**src/rtl/sysctl_pkg.sv**
```systemverilog
package sysctl_pkg;

    localparam int DW      = 32;
    localparam int NREG    = 11;
    localparam int SEL_CNT = 4;
    localparam int SEL_W   = 16;

    // word index of each register; the decode depends on this order
    localparam int IX_REMAP  = 0;
    localparam int IX_CFG1   = 1;
    localparam int IX_SEL0   = 2;
    localparam int IX_SRAMCS = 6;
    localparam int IX_CFG2   = 7;
    localparam int IX_WP1    = 8;
    localparam int IX_KEY    = 9;
    localparam int IX_WP2    = 10;

    localparam logic [1:0]    SZ_WORD    = 2'b10;
    localparam logic [DW-1:0] M_REMAP    = 32'h0000_0107;
    localparam logic [DW-1:0] M_CFG1_HI  = 32'hFCFF_0100;
    localparam logic [DW-1:0] M_CFG1_EN  = 32'h0000_0001;
    localparam logic [DW-1:0] M_SEL      = 32'h0000_FFFF;
    localparam logic [DW-1:0] M_LOCK     = 32'h0000_000F;
    localparam logic [DW-1:0] M_PEF      = 32'h0000_0100;
    localparam logic [DW-1:0] M_KEY      = 32'h0000_00FF;
    localparam logic [DW-1:0] RST_CFG1   = 32'h7C00_0001;

    typedef logic [NREG-1:0][DW-1:0] bank_t;

    function automatic bank_t bank_reset();
        bank_t r;
        for (int i = 0; i < NREG; i++) begin
            r[i] = (i == IX_CFG1) ? RST_CFG1 : '0;
        end
        return r;
    endfunction

    // value a register takes after a software write of wd
    function automatic logic [DW-1:0] wr_policy(input int idx,
                                                input logic [DW-1:0] cur,
                                                input logic [DW-1:0] wd);
        logic [DW-1:0] v;
        if (idx == IX_REMAP) begin
            v = wd & M_REMAP;
        end else if (idx == IX_CFG1) begin
            v = (wd & M_CFG1_HI) | (cur & wd & M_CFG1_EN);
        end else if (idx >= IX_SEL0 && idx < IX_SEL0 + SEL_CNT) begin
            v = wd & M_SEL;
        end else if (idx == IX_CFG2) begin
            v = (cur | (wd & M_LOCK)) & ~(wd & M_PEF);
        end else if (idx == IX_WP1 || idx == IX_WP2) begin
            v = cur | wd;
        end else if (idx == IX_KEY) begin
            v = wd & M_KEY;
        end else begin
            v = '0;
        end
        return v;
    endfunction

endpackage

```
**src/rtl/sysctl_decode.sv**
```systemverilog
module sysctl_decode
    import sysctl_pkg::*;
#(
    parameter int ADDR_W = 10
) (
    input  logic              bus_rd,
    input  logic              bus_wr,
    input  logic [ADDR_W-1:0] bus_addr,
    input  logic [1:0]        bus_size,
    output logic [NREG-1:0]   rd_hit,
    output logic [NREG-1:0]   wr_hit,
    output logic              bad
);

    localparam int WA_W = ADDR_W - 2;

    logic [WA_W-1:0] word_addr;
    logic            fmt_ok;
    logic            mapped;

    assign word_addr = bus_addr[ADDR_W-1:2];
    assign fmt_ok    = (bus_size == SZ_WORD) && (bus_addr[1:0] == 2'b00);
    assign mapped    = word_addr < WA_W'(NREG);
    assign bad       = (bus_rd | bus_wr) & ~(fmt_ok & mapped);

    for (genvar g = 0; g < NREG; g++) begin : g_hit
        logic sel;
        assign sel       = fmt_ok && (word_addr == WA_W'(g));
        assign rd_hit[g] = bus_rd & sel;
        assign wr_hit[g] = bus_wr & sel;
    end

endmodule

```
**src/rtl/sysctl_update.sv**
```systemverilog
module sysctl_update
    import sysctl_pkg::*;
(
    input  bank_t             cur,
    input  logic [NREG-1:0]   wr_hit,
    input  logic [DW-1:0]     wdata,
    input  logic              par_evt,
    output bank_t             nxt
);

    for (genvar g = 0; g < NREG; g++) begin : g_reg
        logic [DW-1:0] wval;
        assign wval = wr_hit[g] ? wr_policy(g, cur[g], wdata) : cur[g];
        if (g == IX_CFG2) begin : g_flag
            // hardware event wins over a clearing write in the same cycle
            assign nxt[g] = wval | (par_evt ? M_PEF : '0);
        end else begin : g_plain
            assign nxt[g] = wval;
        end
    end

endmodule

```
**src/rtl/sysctl_rdmux.sv**
```systemverilog
module sysctl_rdmux
    import sysctl_pkg::*;
(
    input  bank_t           cur,
    input  logic [NREG-1:0] rd_hit,
    output logic [DW-1:0]   rval
);

    always_comb begin
        rval = '0;
        for (int i = 0; i < NREG; i++) begin
            rval = rval | ({DW{rd_hit[i]}} & cur[i]);
        end
    end

endmodule

```
**src/rtl/sysctl_regbank.sv**
```systemverilog
module sysctl_regbank
    import sysctl_pkg::*;
#(
    parameter int ADDR_W = 10
) (
    input  logic                     clk,
    input  logic                     rst,
    input  logic                     bus_rd,
    input  logic                     bus_wr,
    input  logic [ADDR_W-1:0]        bus_addr,
    input  logic [1:0]               bus_size,
    input  logic [DW-1:0]            bus_wdata,
    input  logic                     par_err_evt,
    output logic [DW-1:0]            bus_rdata,
    output logic                     bus_err,
    output logic [SEL_CNT*SEL_W-1:0] sel_map
);

    typedef struct packed {
        bank_t         bank;
        logic [DW-1:0] rdata;
        logic          err;
    } state_t;

    state_t          st_d;
    state_t          st_q;
    bank_t           bank_q;
    bank_t           bank_nxt;
    logic [NREG-1:0] rd_hit;
    logic [NREG-1:0] wr_hit;
    logic            acc_bad;
    logic [DW-1:0]   rd_val;

    assign bank_q = st_q.bank;

    sysctl_decode #(.ADDR_W(ADDR_W)) u_decode (
        .bus_rd   (bus_rd),
        .bus_wr   (bus_wr),
        .bus_addr (bus_addr),
        .bus_size (bus_size),
        .rd_hit   (rd_hit),
        .wr_hit   (wr_hit),
        .bad      (acc_bad)
    );

    sysctl_update u_update (
        .cur     (bank_q),
        .wr_hit  (wr_hit),
        .wdata   (bus_wdata),
        .par_evt (par_err_evt),
        .nxt     (bank_nxt)
    );

    sysctl_rdmux u_rdmux (
        .cur    (bank_q),
        .rd_hit (rd_hit),
        .rval   (rd_val)
    );

    always_comb begin
        st_d       = st_q;
        st_d.bank  = bank_nxt;
        st_d.rdata = bus_rd ? rd_val : st_q.rdata;
        st_d.err   = acc_bad;
    end

    always_ff @(posedge clk) begin
        if (rst) begin
            st_q.bank  <= bank_reset();
            st_q.rdata <= '0;
            st_q.err   <= 1'b0;
        end else begin
            st_q <= st_d;
        end
    end

    assign bus_rdata = st_q.rdata;
    assign bus_err   = st_q.err;

    for (genvar k = 0; k < SEL_CNT; k++) begin : g_sel
        assign sel_map[k*SEL_W +: SEL_W] = bank_q[IX_SEL0 + k][SEL_W-1:0];
    end

endmodule

```
**config.mk**
```make
export PLATFORM = sky130hd
export DESIGN_NAME = sysctl_regbank
export DESIGN_NICKNAME = d
export VERILOG_FILES = /design/src/rtl/sysctl_pkg.sv /design/src/rtl/sysctl_decode.sv /design/src/rtl/sysctl_update.sv /design/src/rtl/sysctl_rdmux.sv /design/src/rtl/sysctl_regbank.sv
export SDC_FILE = /design/constraint.sdc
export NUM_CORES = 1
export LEC_CHECK = 0
export BUFFER_PORTS_ARGS = -buffer_cell sky130_fd_sc_hd__buf_2
export CAP_MARGIN = 20
export CORE_ASPECT_RATIO = 0.8
export CORE_UTILIZATION = 35
export CTS_BUF_LIST = sky130_fd_sc_hd__clkbuf_16
export DETAILED_ROUTE_END_ITERATION = 10
export PLACE_DENSITY = 0.65
export RECOVER_POWER = 25
export REMOVE_ABC_BUFFERS = 1
export SLEW_MARGIN = 20
export SYNTH_ARGS = -nofsm -noshare
export SYNTH_HDL_FRONTEND = slang
export SYNTH_SLANG_ARGS = --single-unit
export TNS_END_PERCENT = 20
```
**constraint.sdc**
```tcl
create_clock -name clk -period 3.5 [get_ports clk]
set_clock_uncertainty 0.15 [all_clocks]
set_input_delay 0.175 -clock clk [delete_from_list [all_inputs] [get_ports clk]]
set_output_delay 0.175 -clock clk [all_outputs]
set_load 0.01 [all_outputs]
```
==> results of run 1 <==
==> cell usage in the layout, fill, tap and decap left out, types with 4 or more instances in the layout <==
master and count:
and3_1 9, nand2b_1 4, mux2_2 8, a22o_1 7, nor2b_1 6, nor3_1 6
nand2_1 91, mux2i_1 51, a22oi_1 40, nand3b_1 10, clkbuf_16 17, o21ai_0 30
and2_1 6, a21oi_1 120, clkbuf_1 72, a211oi_1 7, a311oi_1 6, inv_6 6
nor2_1 147, o2bb2ai_1 18, and3b_1 4, dfxtp_1 194, buf_2 72, a32oi_1 8
a21oi_2 5, buf_4 25, dlygate4sd3_1 35
==> final cells by class <==
class                           count  area, sq um  area share, %
Inverter                            1        3.754        0.03815
Clock buffer                       17        425.4          4.323
Multi-Input combinational cell    630         3741          38.02
Sequential cell                   194         3884          39.47
Timing Repair Buffer              208         1240          12.60
Clock inverter                     15        155.1          1.577
Tap cell                          312        390.4          3.967
==> kinds of logic after synthesis <==
kind of cell / count (synthesis) / synth area share [%]
and+or+nand+nor: 311 / 17.53
AOI/OAI and AO/OA: 260 / 19.14
DFF: 194 / 45.34
buffers and inverters: 148 / 10.98
muxes: 59 / 7.011
==> stage by stage <==
| step | worst slack (ps) | instances | total power, W | hold WS, ps |
|---|---|---|---|---|
| after detailed placement | 861.7 | 1310 | 0.002507 | 248.8 |
| after floorplan | 1097 | 825 | 0.002328 | 87.44 |
| final | 1234 | 1377 | 0.004447 | 69.25 |
| after CTS | 1314 | 1377 | 0.004473 | 66.20 |
| after global placement | 957.3 | 1310 | 0.002507 | 231.1 |
| after global routing | 1070 | 1377 | 0.004592 | 76.92 |
==> metal layers <==
metal,GRT usage (%),up-vias,share of wire (%)
met5,0,-,0
met4,4.537,0,0.88
met3,4.796,19,8.2
met2,31.99,324,45
met1,30.06,3532,46
li1,-,3491,-
==> power by group through the flow <==
| stage | logic, W | registers [W] | clock network (W) |
|---|---|---|---|
| 6_report | 0.000271 | 0.00222 | 0.00196 |
| 5_1_grt | 0.000287 | 0.00222 | 0.00209 |
| 4_1_cts | 0.000269 | 0.00222 | 0.00199 |
| 3_5_place_dp | 0.000238 | 0.00227 | 0 |
| 3_3_place_gp | 0.000238 | 0.00227 | 0 |
| 2_1_floorplan | 0.0000564 | 0.00227 | 0 |
==> worst max-delay path, stage by stage <==
cell	delay, ps
buf_2	110
nor4_4	400
and2_1	590
and3_1	920
nand2_1	110
a21oi_1	160
==> state kept, by name, indices dropped and copies added (netlist names) <==
| register | flops |
|---|---|
| bus_err | 1 |
| bus_rdata | 32 |
| bank_q | 97 |
| sel_map | 64 |
==> worst max path at each step <==
stage                        to   startpoint  slack, ps  cells past startpoint
floorplan            sel_map[0]  bus_size[0]       1100                      5
global placement    sel_map[51]  bus_size[0]        960                      6
detailed placement  sel_map[54]  bus_addr[7]        860                      6
CTS                 sel_map[54]  bus_addr[7]       1310                      6
global route        sel_map[60]  bus_addr[7]       1070                      6
finish              sel_map[54]  bus_addr[7]       1230                      6
==> what timing repair did <==
action	4_1_cts	5_1_grt
hold buffers	35	0
hold endpoints to repair	160	0
buffers inserted	0	0
==> results.md, run 1 <==
* Pleak at 3.713 nW
* Final setup vio count at 0
* DR WL/cell at 19.07 um
* CP arrival at 2480 ps
* Worst-Margin Slew at 991.4 ps
* Hold Path Origin: rst
* Final ANT Viol Nets at 0
* Clock Tree Buf Depth at 2
* Post-DP HPWL at 17.41 mm
* Antenna violations before repair at 0
* Crit Reg-Reg Endpoint: bus_rdata[6]
* CTS tree: done
* 1st-iter DRT viols at 734
* Gr ovfl total at 0
* Routability Congestion at 0.8135
* Sw Pwr at 0.001081 W
* Largest area contributor in the netlist: dfxtp_1
* Sequential share of the synthesized area at 45.34%
* Mapped Area at 8566 sq um
* Synth warn at 0
* CTS buffer count at 17
* Core area at 23,710 sq um
* Hold depth at 2
* Critical Path Fanout Max at 16
* FFs w/ async S/R, synth at 0%
* RR Startpoint: sel_map[22]
* Die Span X at 176.9 um
* Clk pwr share at 44.0%
* Slew headroom at 33.91%
* GRT Util Overall at 21.03%
* # nets final at 1,101
* Post-synth top cells: 194 x dfxtp_1, 147 x nor2_1, 120 x a21oi_1, 91 x nand2_1, 78 x buf_4
* Row count at 50
* Vias per inst at 5.349
* Fin area at 9839 sq um
* Post-CTS Resized at 0
* DRC at 0
* CP Launch Type: input port
* Initial Util at 36.13%
* H-Tree Depth at 4
* Status: finished clean
* TNS Setup at 0 ps
* CP Class: in -> reg
* Fmax at 441.2 MHz
* DRT Pass-1 Iters at 7
* Fin. max-slew vios at 0
* Hold Vio Cnt, Final at 0
* Main synth FF type: dfxtp_1
* Switching Fraction at 24.30%
* P_int at 0.003366 W
* First-pass GRT wire length at 40.41 mm
* Final cycle utilization of the critical path at 64.76%
* Clock sink count at 194
* Worst skew pair latency at 440 ps
* Die Y-Extent at 141.9 um
* Sequential share of power at 49.9%
* Max_cap viols at 0
* Worst hold endpoint: sel_map[41]
* Cell variety after synth at 60
* Syn_area_per_cell at 8.812 sq um
* Cells after Synth at 972
* Diodes inserted at 0
* Yosys top cell area share at 45.34%
* Post-Route WL at 26.27 mm
* Layout cell share with drive strength beyond 1 at 14.74%
* VDD IR max at 0.3436 mV
* Count leader, synth: dfxtp_1
* Hold Crit Class: in -> reg
* Critical Path RT at 3710 ps
* Root Buffer: clkbuf_16
* Clock slew seen by the registers of the worst setup and hold paths at 80 ps
* Worst Reg-to-Reg Cells at 5
* Synth area leaders: dfxtp_1 45%, a21oi_1 7.0%, buf_4 6.8%
* Placed inst area at 8999 sq um
* Cell Pwr Density at 452.0 nW/um^2
* Post-Route Utilization at 41.50%
* DR vias at 7,366
* Synth Register Bits at 194
* Largest net degree at the start of global routing at 92
* Unrepaired setup endpoints after global routing: false
* Vias in the first global route at 6,912
* # port buffers at 145
* Area delta synth->final at 14.87%
* Top Ports at 146
* Worst R2R Setup Slack at 1900 ps
* Die Area at 25,110 sq um
* Tmin final at 2266 ps
* Combinational power share at 6.1%
* Count of flip-flops with a built-in enable after synthesis at 0
* Filler Cell Count at 2,390
* CP Capture Type: flip-flop
Note: power is estimated with default switching activity, not from simulation.
==> run 2, diff against run 1 <==
--- a/config.mk
+++ b/config.mk
@@ -5,6 +5,7 @@
 export SDC_FILE = /design/constraint.sdc
 export NUM_CORES = 1
 export LEC_CHECK = 0
+export ABC_AREA = 1
 export BUFFER_PORTS_ARGS = -buffer_cell sky130_fd_sc_hd__buf_2
 export CAP_MARGIN = 20
 export CORE_ASPECT_RATIO = 0.8
==> constraint.sdc (replaced) <==
create_clock -name clk -period 2.25 [get_ports clk]
set_clock_uncertainty 0.15 [all_clocks]
set_input_delay 0.1125 -clock clk [delete_from_list [all_inputs] [get_ports clk]]
set_output_delay 0.1125 -clock clk [all_outputs]
set_load 0.01 [all_outputs]
==> results.md, run 2 <==
* Unrepaired setup endpoints after global routing: false
* Sequential share of the synthesized area at 44.78% (-0.56 points)
* CP Launch Type: input port
* Synth Register Bits at 194 (unchanged)
* Cell variety after synth at 23 (-62%)
* Syn_area_per_cell at 7.246 sq um (-18%)
* Critical Path Fanout Max at 24 (+8)
* GRT Util Overall at 21.27% (+0.24 points)
* Antenna violations before repair at 0 (unchanged)
* Combinational power share at 6.3% (+0.2 points)
* CTS buffer count at 17 (unchanged)
* 1st-iter DRT viols at 766 (+4.4%)
* Mapped Area at 8673 sq um (+1.3%)
* Fmax at 491.9 MHz
* Max_cap viols at 0 (unchanged)
* Largest net degree at the start of global routing at 75 (-18%)
* Place WS at 280.1 ps (-581.6 ps)
* Status: finished clean
* H-Tree Depth at 4 (unchanged)
* Main synth FF type: dfxtp_1
* FFs w/ async S/R, synth at 0% (unchanged)
* Count leader, synth: dfxtp_1
* Core area at 24,310 sq um (+2.5%)
* Row count at 51 (+2.0%)
* CTS tree: done
* Clock slew seen by the registers of the worst setup and hold paths at 70 ps (about the same)
* Final cycle utilization of the critical path at 90.35%
* Fin Hold WS at 29.45 ps (-39.81 ps)
* Diodes inserted at 0 (unchanged)
* Synth warn at 0 (unchanged)
* Switching Fraction at 23.60% (-0.70 points)
* Fin. max-slew vios at 0 (unchanged)
* CP Capture Type: flip-flop
* # nets final at 1,353 (+23%)
* Worst R2R Setup Slack at 910 ps (-990 ps)
* Die Span X at 178 um (+0.62%)
* Post-Route WL at 26.69 mm (+1.6%)
* Vias in the first global route at 7,566 (+9.5%)
* Sw Pwr at 0.001654 W (+53%)
* Top Ports at 146 (unchanged)
* Post-Route Utilization at 42.00% (+0.50 points)
* Count of flip-flops with a built-in enable after synthesis at 0 (unchanged)
* DRT Pass-1 Iters at 5 (-2)
* Yosys top cell area share at 44.78% (-0.56 points)
* Clock Tree Buf Depth at 2 (unchanged)
* Hold Crit Class: in -> reg
* Clk pwr share at 44.1% (about the same)
* Slew headroom at 38.62% (+4.7 points)
* Total setup buffers inserted after CTS at 0 (unchanged)
* Pleak at 3.788 nW (+2.0%)
* Layout cell share with drive strength beyond 1 at 13.23% (-1.5 points)
* VDD IR max at 0.4940 mV (+44%)
* DR WL/cell at 16.34 um (-14%)
* Largest area contributor in the netlist: dfxtp_1
* Initial Util at 35.67% (-0.45 points)
* First-pass GRT wire length at 41.71 mm (+3.2%)
* Worst-Margin Slew at 920.7 ps (-70.68 ps)
* P_int at 0.005355 W (+59%)
* CP arrival at 2170 ps (-310 ps)
* Tmin final at 2033 ps
* Post-CTS Resized at 0 (unchanged)
* Gr ovfl total at 0 (unchanged)
* Root Buffer: clkbuf_16
* DR vias at 8,247 (+12%)
* Clock sink count at 194 (unchanged)
* Post-synth top cells: 194 x dfxtp_1, 184 x a21oi_1, 175 x nand2_1, 173 x inv_1, 138 x o21ai_0
* Hold buffer count at cts at 36 (+2.9%)
* Area delta synth->final at 17.73%
* Final setup vio count at 0 (unchanged)
* DRC at 0 (unchanged)
* Vias per inst at 5.050 (-5.6%)
* Most frequent cells in the layout: 194 x dfxtp_1, 184 x a21oi_1, 175 x nand2_1
* CP Class: in -> reg
* Worst skew pair latency at 430 ps (about the same)
* Critical Path RT at 2380 ps (-1330 ps)
* Post-DP HPWL at 18.15 mm (+4.2%)
* Sequential share of power at 49.6% (-0.3 points)
* Final ANT Viol Nets at 0 (unchanged)
* Final setup margin at 217.2 ps (-1016 ps)
* Cells after Synth at 1,197 (+23%)
* Die Y-Extent at 142.8 um (+0.62%)
* Commonest non-fill, non-tap cell in the layout: dfxtp_1
* Max reg flops at 97 (unchanged)
* Hold Vio Cnt, Final at 0 (unchanged)
* Cell Pwr Density at 686.4 nW/um^2 (+52%)
* Routability Congestion at 0.8251 (+1.4%)
* # port buffers at 145 (unchanged)
* Synth area leaders: dfxtp_1 45%, a21oi_1 11%, o21ai_0 8.0%
* Die Area at 25,420 sq um (+1.2%)
==> run 2: logic make-up after synthesis <==
| logic type | count (synthesis) | synth area share [%] |
|---|---|---|
| AO/OA/AOI/OAI | 339 | 19.84 |
| flip-flops | 194 | 44.78 |
| buffers and inverters | 312 | 16.75 |
| AND/OR/NAND/NOR | 352 | 18.64 |
==> run 2: final cells by class <==
class | count | area, sq um
Inverter | 179 | 671.9
Timing Repair Buffer | 221 | 1334
Clock buffer | 17 | 425.4
Tap cell | 318 | 397.9
Sequential cell | 194 | 3884
Clock inverter | 13 | 161.4
Fill cell | 2581 | 14100
Multi-Input combinational cell | 691 | 3337
==> run 2: worst paths after layout <==
kind / start / to / cells past startpoint
setup / recovery: bus_addr[7] / bank_q[232] / 11
hold / removal: bus_rd / bus_rdata[3] / 3
setup reg to reg: bank_q[232] / bank_q[232] / 3
hold reg to reg: bank_q[53] / bank_q[53] / 2
==> run 2: power by group through the flow <==
stage | combinational (W) | clock (W) | sequential [W]
after floorplan | 0.000146 | 0 | 0.00357
after global placement | 0.000394 | 0 | 0.00355
after detailed placement | 0.000394 | 0 | 0.00356
after CTS | 0.000447 | 0.00312 | 0.00348
after global routing | 0.000486 | 0.00326 | 0.00348
final | 0.000442 | 0.00309 | 0.00348
==> run 2: per-layer routing <==
| metal | up-vias | GRT usage (%) | wire length [um] |
|---|---|---|---|
| met1 | 3899 | 30.31 | 12620 |
| met3 | 28 | 5.112 | 2287 |
| met5 | - | 0 | 0 |
| met2 | 282 | 32.01 | 11460 |
| li1 | 4038 | - | - |
| met4 | 0 | 5.128 | 320 |
==> run 2: stage by stage <==
step	power (W)	area [sq um]	setup TNS (ps)	cells
2_1_floorplan	0.003714	7893	-35490	1064
3_3_place_gp	0.003949	9354	0	1567
3_5_place_dp	0.003949	9354	0	1567
4_1_cts	0.007046	10300	0	1633
5_1_grt	0.007229	10210	0	1633
6_report	0.007008	10210	0	1633
==> run 2: critical path, stage by stage <==
cell and delay (ps):
buf_2 100, nor2_1 90, nand2_1 90, nor2_4 340, buf_4 340, nand3_1 100
inv_1 180, nand2_1 90, a21oi_1 120, dlygate4sd3_1 560, nor2_1 40
==> run 3, diff against run 2 <==
--- a/config.mk
+++ b/config.mk
@@ -12,11 +12,12 @@
 export CORE_UTILIZATION = 35
 export CTS_BUF_LIST = sky130_fd_sc_hd__clkbuf_16
 export DETAILED_ROUTE_END_ITERATION = 10
-export PLACE_DENSITY = 0.65
+export PLACE_DENSITY = 0.47
 export RECOVER_POWER = 25
 export REMOVE_ABC_BUFFERS = 1
 export SLEW_MARGIN = 20
 export SYNTH_ARGS = -nofsm -noshare
 export SYNTH_HDL_FRONTEND = slang
+export SYNTH_HIERARCHICAL = 1
 export SYNTH_SLANG_ARGS = --single-unit
 export TNS_END_PERCENT = 20
==> results.md, run 3 <==
* Antenna violations before repair at 0 (unchanged)
* Hold Vio Cnt, Final at 0 (unchanged)
* Multi-input gate area at 6604 sq um (+98%)
* Vias in the first global route at 14,550 (+92%)
* Syn_area_per_cell at 6.155 sq um (-15%)
* Initial Util at 35.46% (-0.21 points)
* Status: complete, but fails checks
* Clk pwr share at 47.0% (+2.9 points)
* Pleak at 9.481 nW (+150%)
* Met3 usage at 2.583% (-2.5 points)
* Hold Crit Class: in -> reg
* Most frequent cells in the layout: 826 x nand2_1, 758 x inv_1, 687 x nor2_1
* Switching Fraction at 22.68% (-0.92 points)
* Final ANT Viol Nets at 0 (unchanged)
* Clock slew seen by the registers of the worst setup and hold paths at 60 ps (about the same)
* Die Span X at 259.8 um (+46%)
* Die Y-Extent at 208.2 um (+46%)
* Critical Path Fanout Max at 28 (+17%)
* GRT Util Overall at 19.06% (-2.2 points)
* Cell Pwr Density at 658.8 nW/um^2 (-4.0%)
* Register Area at 7707 sq um (+98%)
* Cells after Synth at 3,022 (+150%)
* Root Buffer: clkbuf_16
* Clock Tree Buf Depth at 3 (+1)
* Final setup margin at 269.8 ps (+52.60 ps)
* Post-CTS Resized at 0 (unchanged)
* Synth warn at 6 (+6)
* Sequential share of the synthesized area at 41.43% (-3.3 points)
* CP Launch Type: input port
* CTS buffer count at 42 (+25)
* Clock sink count at 385 (+98%)
* Routability Congestion at 0.7504 (-9.1%)
* Final cycle utilization of the critical path at 88.01% (-2.3 points)
* CP Capture Type: flip-flop
* Yosys top cell area share at 41.43% (-3.3 points)
* Post-Route Utilization at 39.85% (-2.2 points)
* Top Ports at 146 (unchanged)
* Fin Hold WS at 246.0 ps (+216.5 ps)
* Sw Pwr at 0.003123 W (+89%)
* CP Class: in -> reg
* Max reg flops at 288 (+200%)
* Count leader, synth: nand2_1
* Main synth FF type: dfxtp_1
* Area delta synth->final at 12.37%
* Worst skew pair latency at 550 ps (+120 ps)
* VDD IR max at 0.4389 mV (-11%)
* DRT Pass-1 Iters at 5 (unchanged)
* Die Area at 54,080 sq um (+110%)
* Largest area contributor in the netlist: dfxtp_1
* Filler Cell Count at 5,698 (+120%)
* CTS tree: done
* # nets final at 3,126 (+130%)
* Worst R2R Setup Slack at 880 ps (-30 ps)
* Sequential share of power at 49.9% (+0.3 points)
* Post-DP HPWL at 31.96 mm (+76%)
* Largest net degree at the start of global routing at 152 (+100%)
* Post-Route WL at 51.41 mm (+93%)
* Violated checks: capacitance limit, slew limit
* P_int at 0.01065 W (+99%)
* Row count at 75 (+47%)
* Most used routing layer: met2
* Tmin final at 1980 ps (-52.60 ps)
* # port buffers at 145 (unchanged)
* Gr ovfl total at 0 (unchanged)
* Final std cells w/o fill at 3,802 (+130%)
* FFs w/ async S/R, synth at 0% (unchanged)
* Count of flip-flops with a built-in enable after synthesis at 0 (unchanged)
* Mapped Area at 18,600 sq um (+110%)
* Max_cap viols at 2 (+2)
* Synth Register Bits at 385 (+98%)
* DR WL/cell at 13.52 um (-17%)
* Commonest non-fill, non-tap cell in the layout: nand2_1
* TNS Setup at 0 ps (unchanged)
* Combinational power share at 3.1% (-3.2 points)
* Worst Reg-to-Reg Cells at 5 (+2)
* CP arrival at 2260 ps (+90 ps)
* Placed instance count at 3,688 (+140%)
* Layout cell share with drive strength beyond 1 at 6.143% (-7.1 points)
* Worst-Margin Slew at 1873 ps (+952.0 ps)
* Hold depth at 10 (+7)
* First-pass GRT wire length at 80.61 mm (+93%)
* Fmax at 505.0 MHz (+2.7%)
* Place WS at 180.4 ps (-99.71 ps)
* Diodes inserted at 0 (unchanged)
* Met1 Track Usage GR at 27.96% (-2.3 points)
* Core area at 52,460 sq um (+120%)
* Fin. max-slew vios at 300 (+300)
* H-Tree Depth at 2 (-2)
* Critical Path RT at 2530 ps (+150 ps)
* Synth area leaders: dfxtp_1 41%, nand2_1 17%, inv_1 15%
* Cell variety after synth at 15 (-35%)
* Vias per inst at 4.117 (-18%)
* GR Util met2 at 29.55% (-2.5 points)
* DRC at 0 (unchanged)
* Slew headroom at -24.85% (-63 points)
* Unrepaired setup endpoints after global routing: false
* Final setup vio count at 0 (unchanged)
* Post-synth top cells: 826 x nand2_1, 745 x inv_1, 708 x nor2_1, 385 x dfxtp_1, 111 x buf_4
* 1st-iter DRT viols at 1,058 (+38%)
* DR vias at 15,650 (+90%)
-- run 3: worst paths after layout --
| kind | from | end |
|---|---|---|
| setup / recovery | bus_addr[2] | bank_q[62] |
| hold reg to reg | bank_q[240] | bank_q[240] |
| hold / removal | bus_addr[3] | bank_q[224] |
| setup reg to reg | bank_q[232] | bank_q[232] |
-- run 3: power by group through the flow --
| stage | clock (W) | sequential, W | combinational [W] |
|---|---|---|---|
| 2_1_floorplan | 0 | 0.00703 | 0.0000844 |
| 3_3_place_gp | 0 | 0.00702 | 0.000408 |
| 3_5_place_dp | 0 | 0.00702 | 0.000408 |
| 4_1_cts | 0.00669 | 0.00687 | 0.000460 |
| 5_1_grt | 0.00698 | 0.00687 | 0.000480 |
| 6_report | 0.00647 | 0.00687 | 0.000432 |
-- run 3: metrics by stage --
step / area (sq um) / total power (W)
final: 20900 / 0.01377
after global routing: 20900 / 0.01432
after CTS: 21070 / 0.01402
after detailed placement: 19420 / 0.007427
after global placement: 19420 / 0.007428
after floorplan: 16950 / 0.007110
-- run 3: area by class of cell --
type,count,share of cell area (%)
clock inverters,33,0.8979
inverters,745,13.38
clock buffers,43,5.148
well taps,693,4.148
repair buffers,234,7.961
flip-flops and latches,385,36.87
multi-input cells,1669,31.59
-- run 3: critical path: stages --
cell	delay, ps
dlygate4sd3_1	540
buf_2	130
nand2_1	80
nor2_1	130
nand2_2	110
nor2_4	90
clkbuf_2	550
o21ai_0	200
or2_2	300
-- run 3: timing repair --
action	CTS	global route
buffers inserted	0	0
hold buffers	38	0
hold endpoints to repair	164	0
-- run 3: per-layer routing --
layer,up-vias,share of wire [%]
met3,62,4.3
met4,0,1.6
met5,-,0
li1,8411,-
met2,263,42
met1,6917,52
-- run 3: cells by family (layout without fill, tap and decap cells) --
kind of cell / Yosys count / after routing / share of synthesized area [%]
buf+inv: 968 / 1055 / 23.91
simple gates: 1576 / 1576 / 32.15
compound gates: 93 / 93 / 2.502
flops: 385 / 385 / 41.43
